### config.mk
export PLATFORM = sky130hd
export DESIGN_NAME = usb_line_tracker
export DESIGN_NICKNAME = d
export VERILOG_FILES = /design/src/rtl/usb_lt_pkg.sv /design/src/rtl/usb_lt_sync.sv /design/src/rtl/usb_lt_decode.sv /design/src/rtl/usb_lt_se0_timer.sv /design/src/rtl/usb_lt_mode.sv /design/src/rtl/usb_line_tracker.sv
export SDC_FILE = /design/constraint.sdc
export NUM_CORES = 1
export LEC_CHECK = 0
export BUFFER_PORTS_ARGS = -buffer_cell sky130_fd_sc_hd__buf_2
export CAP_MARGIN = 20
export CORE_MARGIN = 2
export CORE_UTILIZATION = 45
export CTS_BUF_LIST = sky130_fd_sc_hd__clkbuf_4 sky130_fd_sc_hd__clkbuf_8
export DETAILED_ROUTE_END_ITERATION = 8
export GPL_TIMING_DRIVEN = 1
export HOLD_SLACK_MARGIN = 0.1
export PLACE_DENSITY = 0.65
export SLEW_MARGIN = 25
export SYNTH_ARGS = -nofsm -noshare
export SYNTH_HDL_FRONTEND = slang
export SYNTH_SLANG_ARGS = --single-unit
### constraint.sdc
create_clock -name clk -period 1.9 [get_ports clk]
set_input_delay 0.095 -clock clk [delete_from_list [all_inputs] [get_ports clk]]
set_output_delay 0.095 -clock clk [all_outputs]
set_load 0.02 [all_outputs]
### src/rtl/usb_lt_pkg.sv
package usb_lt_pkg;

  typedef enum logic [1:0] {
    SYM_J   = 2'd0,
    SYM_K   = 2'd1,
    SYM_SE0 = 2'd2,
    SYM_SE1 = 2'd3
  } line_sym_e;

  typedef enum logic [1:0] {
    MODE_FS   = 2'd0,
    MODE_LS   = 2'd1,
    MODE_LSRP = 2'd2
  } bus_mode_e;

  localparam logic [1:0] SEL_FS = 2'd1;
  localparam logic [1:0] SEL_LS = 2'd2;

  function automatic bus_mode_e sel_to_mode(input logic [1:0] sel);
    return (sel == SEL_LS) ? MODE_LS : MODE_FS;
  endfunction

  function automatic logic sel_is_auto(input logic [1:0] sel);
    return (sel != SEL_FS) && (sel != SEL_LS);
  endfunction

endpackage

### src/rtl/usb_lt_sync.sv
module usb_lt_sync #(
  parameter int W      = 2,
  parameter int STAGES = 2
) (
  input  logic         clk,
  input  logic         rst_n,
  input  logic [W-1:0] d,
  output logic [W-1:0] q,
  output logic         primed
);
  logic [W-1:0]      stage_q [STAGES];
  logic [STAGES-1:0] fill_q;

  always_ff @(posedge clk or negedge rst_n) begin
    if (!rst_n) begin
      for (int i = 0; i < STAGES; i++) stage_q[i] <= '0;
      fill_q <= '0;
    end else begin
      stage_q[0] <= d;
      for (int i = 1; i < STAGES; i++) stage_q[i] <= stage_q[i-1];
      fill_q <= {fill_q[STAGES-2:0], 1'b1};
    end
  end

  assign q      = stage_q[STAGES-1];
  assign primed = fill_q[STAGES-1];

endmodule

### src/rtl/usb_lt_decode.sv
module usb_lt_decode
  import usb_lt_pkg::*;
(
  input  logic [1:0] pins,     // {D+, D-}
  input  logic       primed,
  input  bus_mode_e  mode,
  output line_sym_e  sym
);
  logic swap_jk;
  assign swap_jk = (mode == MODE_LS);

  always_comb begin
    if (!primed) begin
      sym = SYM_J;
    end else begin
      unique case (pins)
        2'b00:   sym = SYM_SE0;
        2'b11:   sym = SYM_SE1;
        2'b10:   sym = swap_jk ? SYM_K : SYM_J;
        default: sym = swap_jk ? SYM_J : SYM_K;
      endcase
    end
  end

endmodule

### src/rtl/usb_lt_se0_timer.sv
module usb_lt_se0_timer #(
  parameter int RST_CYC = 625,
  parameter int KA_CYC  = 300
) (
  input  logic clk,
  input  logic rst_n,
  input  logic se0,
  input  logic is_ls,
  output logic leave,
  output logic bus_reset,
  output logic keep_alive
);
  localparam int            CW  = $clog2(RST_CYC + 2);
  localparam logic [CW-1:0] SAT = CW'(RST_CYC + 1);
  localparam logic [CW-1:0] RL  = CW'(RST_CYC);
  localparam logic [CW-1:0] KL  = CW'(KA_CYC);

  logic [CW-1:0] cnt_q;

  always_ff @(posedge clk or negedge rst_n) begin
    if (!rst_n)        cnt_q <= '0;
    else if (!se0)     cnt_q <= '0;
    else if (cnt_q != SAT) cnt_q <= cnt_q + 1'b1;
  end

  assign leave      = (cnt_q != '0) && !se0;
  assign bus_reset  = leave && (cnt_q > RL);
  assign keep_alive = leave && (cnt_q > KL) && (cnt_q <= RL) && is_ls;

  assert_reset_single_R7: assert property (@(posedge clk) disable iff (!rst_n)
    bus_reset |=> !bus_reset);
  assert_ka_excl_R8: assert property (@(posedge clk) disable iff (!rst_n)
    !(bus_reset && keep_alive));
  assert_ka_ls_only_R8: assert property (@(posedge clk) disable iff (!rst_n)
    keep_alive |-> is_ls);

endmodule

### src/rtl/usb_lt_mode.sv
module usb_lt_mode
  import usb_lt_pkg::*;
(
  input  logic       clk,
  input  logic       rst_n,
  input  logic [1:0] sel,
  input  logic [1:0] pins,
  input  logic       leave,
  input  logic       bus_reset,
  input  logic       preamble,
  output bus_mode_e  mode
);
  bus_mode_e mode_q, mode_d, base;
  logic      seeded_q;

  assign mode = seeded_q ? mode_q : sel_to_mode(sel);

  always_comb begin
    base   = bus_reset ? sel_to_mode(sel) : mode;
    mode_d = mode;
    if (leave) begin
      mode_d = base;
      if (sel_is_auto(sel)) begin
        if (pins == 2'b10)      mode_d = MODE_FS;
        else if (pins == 2'b01) mode_d = MODE_LS;
      end
    end else if (preamble) begin
      mode_d = MODE_LSRP;
    end
  end

  always_ff @(posedge clk or negedge rst_n) begin
    if (!rst_n) begin
      mode_q   <= MODE_FS;
      seeded_q <= 1'b0;
    end else begin
      mode_q   <= mode_d;
      seeded_q <= 1'b1;
    end
  end

  assert_preamble_mode_R10: assert property (@(posedge clk) disable iff (!rst_n)
    (preamble && !leave) |=> (mode == MODE_LSRP));
  assert_mode_hold_R6: assert property (@(posedge clk) disable iff (!rst_n)
    (seeded_q && !leave && !preamble) |=> $stable(mode));

endmodule

### src/rtl/usb_line_tracker.sv
module usb_line_tracker
  import usb_lt_pkg::*;
#(
  parameter longint CLK_HZ       = 250_000_000,
  parameter int     RESET_NS     = 2500,
  parameter int     KEEPALIVE_NS = 1200,
  parameter int     SYNC_STAGES  = 2
) (
  input  logic       clk,
  input  logic       rst_n,
  input  logic       dp_i,
  input  logic       dm_i,
  input  logic [1:0] speed_sel_i,
  input  logic       preamble_i,
  output logic [1:0] sym_o,
  output logic [1:0] speed_o,
  output logic       ls_rate_o,
  output logic       fs_pol_o,
  output logic       bus_reset_o,
  output logic       keep_alive_o
);
  localparam int RST_CYC = int'((CLK_HZ * longint'(RESET_NS)) / 64'd1_000_000_000);
  localparam int KA_CYC  = int'((CLK_HZ * longint'(KEEPALIVE_NS)) / 64'd1_000_000_000);

  logic [1:0] pins;
  logic       primed, se0_seen, leave;
  bus_mode_e  mode;
  line_sym_e  sym;

  usb_lt_sync #(.W(2), .STAGES(SYNC_STAGES)) u_sync (
    .clk(clk), .rst_n(rst_n), .d({dp_i, dm_i}), .q(pins), .primed(primed)
  );

  assign se0_seen = primed && (pins == 2'b00);

  usb_lt_decode u_decode (
    .pins(pins), .primed(primed), .mode(mode), .sym(sym)
  );

  usb_lt_se0_timer #(.RST_CYC(RST_CYC), .KA_CYC(KA_CYC)) u_timer (
    .clk(clk), .rst_n(rst_n), .se0(se0_seen), .is_ls(mode == MODE_LS),
    .leave(leave), .bus_reset(bus_reset_o), .keep_alive(keep_alive_o)
  );

  usb_lt_mode u_mode (
    .clk(clk), .rst_n(rst_n), .sel(speed_sel_i), .pins(pins), .leave(leave),
    .bus_reset(bus_reset_o), .preamble(preamble_i), .mode(mode)
  );

  assign sym_o     = sym;
  assign speed_o   = mode;
  assign ls_rate_o = (mode != MODE_FS);
  assign fs_pol_o  = (mode != MODE_LS);

  assert_se0_agree_R3: assert property (@(posedge clk) disable iff (!rst_n)
    (sym == SYM_SE0) == se0_seen);
  assert_event_on_exit_R7: assert property (@(posedge clk) disable iff (!rst_n)
    (bus_reset_o || keep_alive_o) |-> (sym != SYM_SE0));

endmodule

==> reports/results.txt, run 1 <==
run status -> finished clean
power share of the clock group -> 28.2%
most common cell in the netlist -> dfrtp_1
Num Clock Sinks -> 18
Layout Skew -> 0.0118 ns
Switching Fraction -> 26.7%
post-synth top area cell -> dfrtp_1
Starting Density -> 47.3%
Async S/R FF share, synth -> 100%
Slew Viols, Final -> 0
row count -> 17
post-synth cell types -> 33
Syn-to-layout area delta -> 27.9%
Via density -> 5.25
Hold Vio Cnt, Final -> 0
internal power -> 0.000512 W
Critical Path Start Type -> register
flops & latches, synth -> 18
Synth top area share -> 43.5%
DRC errors left -> 0
Max Root-Sink Buffers -> 2
GR Overflow Total -> 0
final hold slack -> 0.241 ns
core area -> 2190 um2
Final nets -> 153
maxcap violations -> 0
Die Ht -> 52.0 um
fill cell count -> 183
Worst-Skew Late Latency -> 0.30 ns
PD cells -> 527 nW/um2
CTS Buf Count -> 3
CP bufs+invs -> 2
H-tree depth -> 1
Avg Inst Size Synth -> 9.68 um2
# IOs -> 15
final instance area -> 1330 um2
share of cells above drive strength 1 -> 27.4%
Horiz. Die Dim -> 52.0 um
sequential share of power -> 57.4%
worst reg2reg path depth -> 9
RSZ-0062 raised after global routing -> yes
total track usage -> 19.3%
die area -> 2700 um2
final core occ -> 60.5%
First DRT Iteration DRCs -> 17
Post-synth top cells -> dfrtp_1 (18), nor2_1 (11), inv_1 (10)
WP data arrival -> 1.79 ns
Synth Flop Type -> dfrtp_1
Inserted Diodes -> 0
hpwl dp -> 1460 um
crit end category -> output pin
Leak Pwr -> 0.586 nW
Routed WL -> 2220 um
Hold Path Class -> primary input to async pin
EDFF count, synth -> 0
largest net degree at the start of global routing -> 19
Final WS setup -> 0.0159 ns
endpoints failing setup -> 0
Worst Path Required -> 1.80 ns
DR pass1 iterations -> 4
delay of the slowest critical-path stage -> 0.42 ns
crit path time final -> 1.88 ns
Place WS -> 0.242 ns
antenna viol nets, final -> 0
combinational fraction of design power -> 14.4%
placed cell areas -> 1130 um2
sequential area share after synthesis -> 43.5%
CTS tree -> yes
Yosys warnings -> 0
Crit Path Category -> register to output pin
NetSw -> 0.000186 W
CP top delay family -> compound AO/OA/AOI/OAI gates
vias in the first global route -> 806
Crit-path slowest cell -> dfrtp_1
peak supply drop -> 458 uV
Max Freq -> 0.531 GHz
CP Max Fanout -> 3
CP cell instances -> inv_2, ha_4, nor2_4, o31ai_4, and2_4, o2111a_1, buf_6
first-pass GRT wire length -> 3750 um
via count -> 855
port bufs -> 14
cell count along the critical path -> 7
CTS clk-pin slew, worst paths -> 0.11 ns
period utilization -> 99.2%
syn nets -> 123
Synth area leaders -> dfrtp_1 (43%), ha_1 (11%), xnor2_1 (4.2%)
total power -> 0.000698 W
clk root buf -> clkbuf_4
routability-driven placement congestion ratio -> 0.763
routed wire length per instance -> 13.6 um
Synth Cell Area -> 1040 um2
initial antenna violation count -> 0
Synth Instances -> 107
==> state kept, by name, indices dropped and copies added (netlist names) <==
signal          cells
u_mode.mode_q       2
u_sync.fill_q       2
u_sync.q            2
u_sync.stage_q      2
u_timer.cnt_q      10
==> layout make-up <==
class	instances	area, um2	area share (%)
tap	28	35.0	2.64
clock buffer	3	22.5	1.70
inverter	10	37.5	2.83
timing repair buffer	27	184	13.9
multi-input combinational	77	593	44.8
sequential	18	453	34.2
==> cells by family after synthesis <==
kind of cell | Yosys count | share of synthesized area [%]
buffers and inverters | 12 | 5.19
multiplexers | 2 | 1.93
XOR/XNOR | 7 | 5.92
AND/OR/NAND/NOR | 43 | 22.5
adder cells (fa/ha/maj) | 9 | 10.9
other | 1 | 0.362
AO/OA/AOI/OAI | 15 | 9.78
flip-flops | 18 | 43.5
==> metrics by stage <==
stage,setup TNS [ns],cells
detailed placement,0,148
global placement,0,148
global route,-0.0496,163
finish,0,163
CTS,0,160
floorplan,0,107
==> path summary, 6_finish.rpt <==
kind,to,slack (ns),from
max,keep_alive_o,0.02,u_timer.cnt_q[1]$_DFFE_PN0P_
min,u_timer.cnt_q[8]$_DFFE_PN0P_,0.24,rst_n
max reg2reg,u_mode.mode_q[0]$_DFF_PN0_,0.11,u_timer.cnt_q[0]$_DFFE_PN0P_
min reg2reg,u_sync.q[1]$_DFF_PN0_,0.35,u_sync.stage_q[3]$_DFF_PN0_
max in group asynchronous,u_timer.cnt_q[0]$_DFFE_PN0P_,1.35,rst_n
min in group clk,u_mode.mode_q[0]$_DFF_PN0_,0.25,speed_sel_i[1]
==> routing by layer <==
| metal | up-vias | share of wire, % | track usage (%) |
|---|---|---|---|
| met2 | 14 | 50 | 30.8 |
| li1 | 421 | - | - |
| met5 | - | 0 | 0 |
| met4 | 0 | 2.7 | 7.89 |
| met1 | 414 | 45 | 25.6 |
| met3 | 6 | 3.0 | 3.45 |
==> layout by cell type, fill, tap and decap left out, drive strengths merged <==
master       instances
o21ai                4
nand2b               2
nand4                2
o21a                 1
dfrtp               18
xor2                 2
a2bb2oi              1
nand3                5
and3b                1
dlygate4sd3          4
conb                 1
or3                  2
mux2i                2
nor4                 3
inv                 10
nand3b               1
buf                 23
nand2                7
o22ai                1
nor3                 1
a221oi               1
xnor2                5
and4                 2
nor3b                1
clkbuf               3
a21oi                3
o31ai                2
ha                   9
and2                 3
a32oi                1
nor2                11
nor2b                2
o2111a               1
==> power groups by stage <==
stage | logic [W] | registers, W | clock network, W
2_1_floorplan | 0.0000508 | 0.000407 | 0
3_3_place_gp | 0.0000804 | 0.000408 | 0
3_5_place_dp | 0.0000810 | 0.000409 | 0
4_1_cts | 0.0000943 | 0.000401 | 0.000197
5_1_grt | 0.000113 | 0.000402 | 0.000219
6_report | 0.000101 | 0.000401 | 0.000197
==> timing repair <==
action,CTS,global route
setup endpoints to repair,2,2
endpoints found under the hold margin,22,0
resized for setup,2,16
buffers inserted,5,3
hold buffers,4,0
pin swaps,0,3
No activity file was read; power rests on OpenSTA's default activity.
==> inputs of run 2 (changes only) <==
Settings changed: ABC_AREA set to 1.
==> run 2 against run 1 <==
Compared with the run above:
- hold slack lost 0.039 ns
- critical path depth grew 5
- largest power group unchanged
- combinational power grew 15%
- first-iteration DRC count shrank 29%
- register-to-register slack gained 0.04 ns
- final cell count grew 23%
- via count grew 16%
==> reports/results.txt, run 2 <==
Leak Pwr -> 0.695 nW (+19%)
RR Endpoint -> u_mode.mode_q[0]$_DFF_PN0_
endpoints failing setup -> 0 (unchanged)
Routed WL -> 2450 um (+11%)
core area -> 2230 um2 (+1.9%)
Yosys warnings -> 0 (unchanged)
Critical Path Start Type -> register
placed cells -> 181 (+22%)
Final WS setup -> 0.0179 ns (+0.00203 ns)
syn nets -> 155 (+26%)
worst reg2reg path depth -> 15 (+6)
Worst Path Required -> 1.80 ns (about the same)
hold path startpoint -> speed_sel_i[1]
period utilization -> 99.1% (-0.11 points)
WHS Path Cells -> 5
flops & latches, synth -> 18 (unchanged)
maxcap violations -> 0 (unchanged)
Via density -> 4.96 (-5.5%)
DRC errors left -> 0 (unchanged)
most common cell in the netlist -> nand2_1
fill cell count -> 198 (+8.2%)
WP data arrival -> 1.79 ns (about the same)
Synth area leaders -> dfrtp_1 (42%), ha_1 (10%), nand2_1 (9.1%)
post-synth top area cell -> dfrtp_1
CP top delay family -> simple AND/OR/NAND/NOR gates
Synth Instances -> 139 (+30%)
Non-Filler Instances -> 200 (+23%)
total power -> 0.000757 W (+8.4%)
most frequent cells in the layout -> nand2_1 (25), nor2_1 (18), dfrtp_1 (18)
H-tree depth -> 1 (unchanged)
vias in the first global route -> 924 (+15%)
CP bufs+invs -> 4 (+2)
RR Startpoint -> u_timer.cnt_q[0]$_DFFE_PN0P_
share of cells above drive strength 1 -> 30.2% (+2.8 points)
crit end category -> output pin
Crit Path Category -> register to output pin
Num Clock Sinks -> 18 (unchanged)
max reg flops -> 10 (unchanged)
First DRT Iteration DRCs -> 12 (-5)
antenna viol nets, final -> 0 (unchanged)
Synth Cell Area -> 1080 um2 (+4.0%)
Horiz. Die Dim -> 52.9 um (+1.8%)
EDFF count, synth -> 0 (unchanged)
largest net degree at the start of global routing -> 19 (unchanged)
Final nets -> 189 (+24%)
CTS tree -> yes
Max Root-Sink Buffers -> 2 (unchanged)
routability-driven placement congestion ratio -> 0.793 (+3.8%)
final instance area -> 1390 um2 (+5.1%)
first-pass GRT wire length -> 3750 um (unchanged)
Post-synth top cells -> nand2_1 (26), inv_1 (22), nor2_1 (20)
Avg Inst Size Synth -> 7.75 um2 (-20%)
CTS Buf Count -> 3 (unchanged)
Worst-Skew Late Latency -> 0.30 ns (about the same)
Inserted Diodes -> 0 (unchanged)
RSZ-0062 raised after global routing -> yes
port bufs -> 14 (unchanged)
Synth top area share -> 41.8% (-1.7 points)
sequential area share after synthesis -> 41.8% (-1.7 points)
routed wire length per instance -> 12.3 um (-9.7%)
Worst Hold Path EP -> u_mode.mode_q[0]$_DFF_PN0_
crit path time final -> 1.88 ns (-0.00203 ns)
Slew Viols, Final -> 0 (unchanged)
Starting Density -> 48.2% (+0.95 points)
Synth Flop Type -> dfrtp_1
Place WS -> 0.134 ns (-0.108 ns)
total track usage -> 18.7% (-0.56 points)
Top reg by flops -> u_timer.cnt_q
Hold Path Class -> primary input to register
placed cell areas -> 1180 um2 (+4.4%)
hpwl dp -> 1660 um (+14%)
GR Overflow Total -> 0 (unchanged)
Async S/R FF share, synth -> 100% (unchanged)
Die Ht -> 52.9 um (+1.8%)
row count -> 17 (unchanged)
delay of the slowest critical-path stage -> 0.38 ns (-0.04 ns)
FF-to-FF setup slack -> 0.15 ns (+0.04 ns)
Crit-path slowest cell -> dfrtp_1
DR pass1 iterations -> 4 (unchanged)
die area -> 2800 um2 (+3.7%)
final hold slack -> 0.202 ns (-0.0392 ns)
clk root buf -> clkbuf_4
Hold Vio Cnt, Final -> 0 (unchanged)
Layout Skew -> 0.0217 ns (+0.00985 ns)
# IOs -> 15 (unchanged)
run status -> finished clean
peak supply drop -> 553 uV (+21%)
via count -> 991 (+16%)
CTS clk-pin slew, worst paths -> 0.12 ns (about the same)
CP Max Fanout -> 3 (unchanged)
CP cell instances -> inv_2, ha_4, inv_2, nor2_2, nand3_2, nor2_4, nor2_4, inv_2, nor3_2, o21ai_1, nor2_1, buf_4
most common cell after layout, fill and taps aside -> nand2_1
Syn-to-layout area delta -> 29.3%
initial antenna violation count -> 0 (unchanged)
Max Freq -> 0.531 GHz (+0.11%)
PD cells -> 544 nW/um2 (+3.2%)
post-synth cell types -> 20 (-39%)
Crit path top cell by count -> inv_2
run 2: changes by cell type after synthesis, sizes merged, moves of 3 or more:
| cell | change |
|---|---|
| o21ai | +8 |
| nor4 | -3 |
| nor2 | +13 |
| and2 | -3 |
| nand2 | +22 |
| xnor2 | -5 |
| inv | +14 |
| nand3 | +3 |
run 2: worst max-delay path by stage:
| stage | slack (ns) | from | cells past startpoint | to |
|---|---|---|---|---|
| floorplan | 0.26 | u_sync.q[0]$_DFF_PN0_ | 9 | keep_alive_o |
| global placement | 0.19 | u_sync.q[0]$_DFF_PN0_ | 10 | keep_alive_o |
| detailed placement | 0.13 | u_sync.q[0]$_DFF_PN0_ | 10 | keep_alive_o |
| CTS | 0.006 | u_timer.cnt_q[0]$_DFFE_PN0P_ | 12 | keep_alive_o |
| global route | -0.09 | u_timer.cnt_q[0]$_DFFE_PN0P_ | 12 | keep_alive_o |
| finish | 0.02 | u_timer.cnt_q[0]$_DFFE_PN0P_ | 12 | keep_alive_o |
run 2: metrics by stage:
step                      setup TNS [ns]  util [%]
after floorplan                        0         -
after global placement                 0      52.9
after detailed placement               0      52.9
after CTS                              0      58.4
after global routing              -0.170      62.4
final                                  0      62.4
run 2: layout make-up:
| cell class | instances | area (um2) | share of cell area, % |
|---|---|---|---|
| clock buffer | 4 | 36.3 | 2.61 |
| inverter | 24 | 90.1 | 6.47 |
| multi-input combinational | 97 | 579 | 41.6 |
| sequential | 18 | 450 | 32.3 |
| tap | 28 | 35.0 | 2.52 |
| timing repair buffer | 29 | 201 | 14.5 |
run 2: worst register-to-register path: stages (launching register included):
cell,delay (ns)
dfrtp_1,0.38
inv_2,0.06
buf_4,0.14
buf_4,0.12
ha_2,0.16
nand2_1,0.05
nand2_1,0.04
nand2_1,0.07
nand2_2,0.06
nor2_4,0.14
nand2_2,0.08
buf_4,0.13
nand2_1,0.04
nand3_1,0.06
nand2_1,0.06
nand2_1,0.04
run 2: kinds of logic (layout without fill, tap and decap cells):
logic type | Yosys count | in the layout | share of synthesized area [%]
AO/OA/AOI/OAI | 18 | 18 | 8.48
XOR/XNOR | 4 | 4 | 3.25
other | 1 | 1 | 0.348
AND/OR/NAND/NOR | 65 | 65 | 27.3
adder cells (fa/ha/maj) | 9 | 9 | 10.5
flip-flops | 18 | 18 | 41.8
buffers and inverters | 24 | 57 | 8.36
run 2: routing by layer:
layer / global-route usage, % / up-vias / share of wire [%]
li1: - / 497 / -
met1: 23.8 / 464 / 46
met4: 2.56 / 0 / 1.0
met5: 0 / - / 0
met2: 32.3 / 26 / 48
met3: 5.08 / 4 / 4.9
run 2: repair_timing:
action                     CTS  global route
cloned                       0             0
setup buffers                4             7
hold buffers                 4             0
setup endpoints to repair    1             3
pin swaps                    2             6
hold endpoints to repair    22             0
resized for setup            9            11
run 2: power by group:
group / internal [W] / switching (W) / total, W
Clock: 0.000117 / 0.000123 / 0.000240
Combinational: 0.0000465 / 0.0000697 / 0.000116
Sequential: 0.000395 / 0.00000631 / 0.000401
Total: 0.000558 / 0.000200 / 0.000757
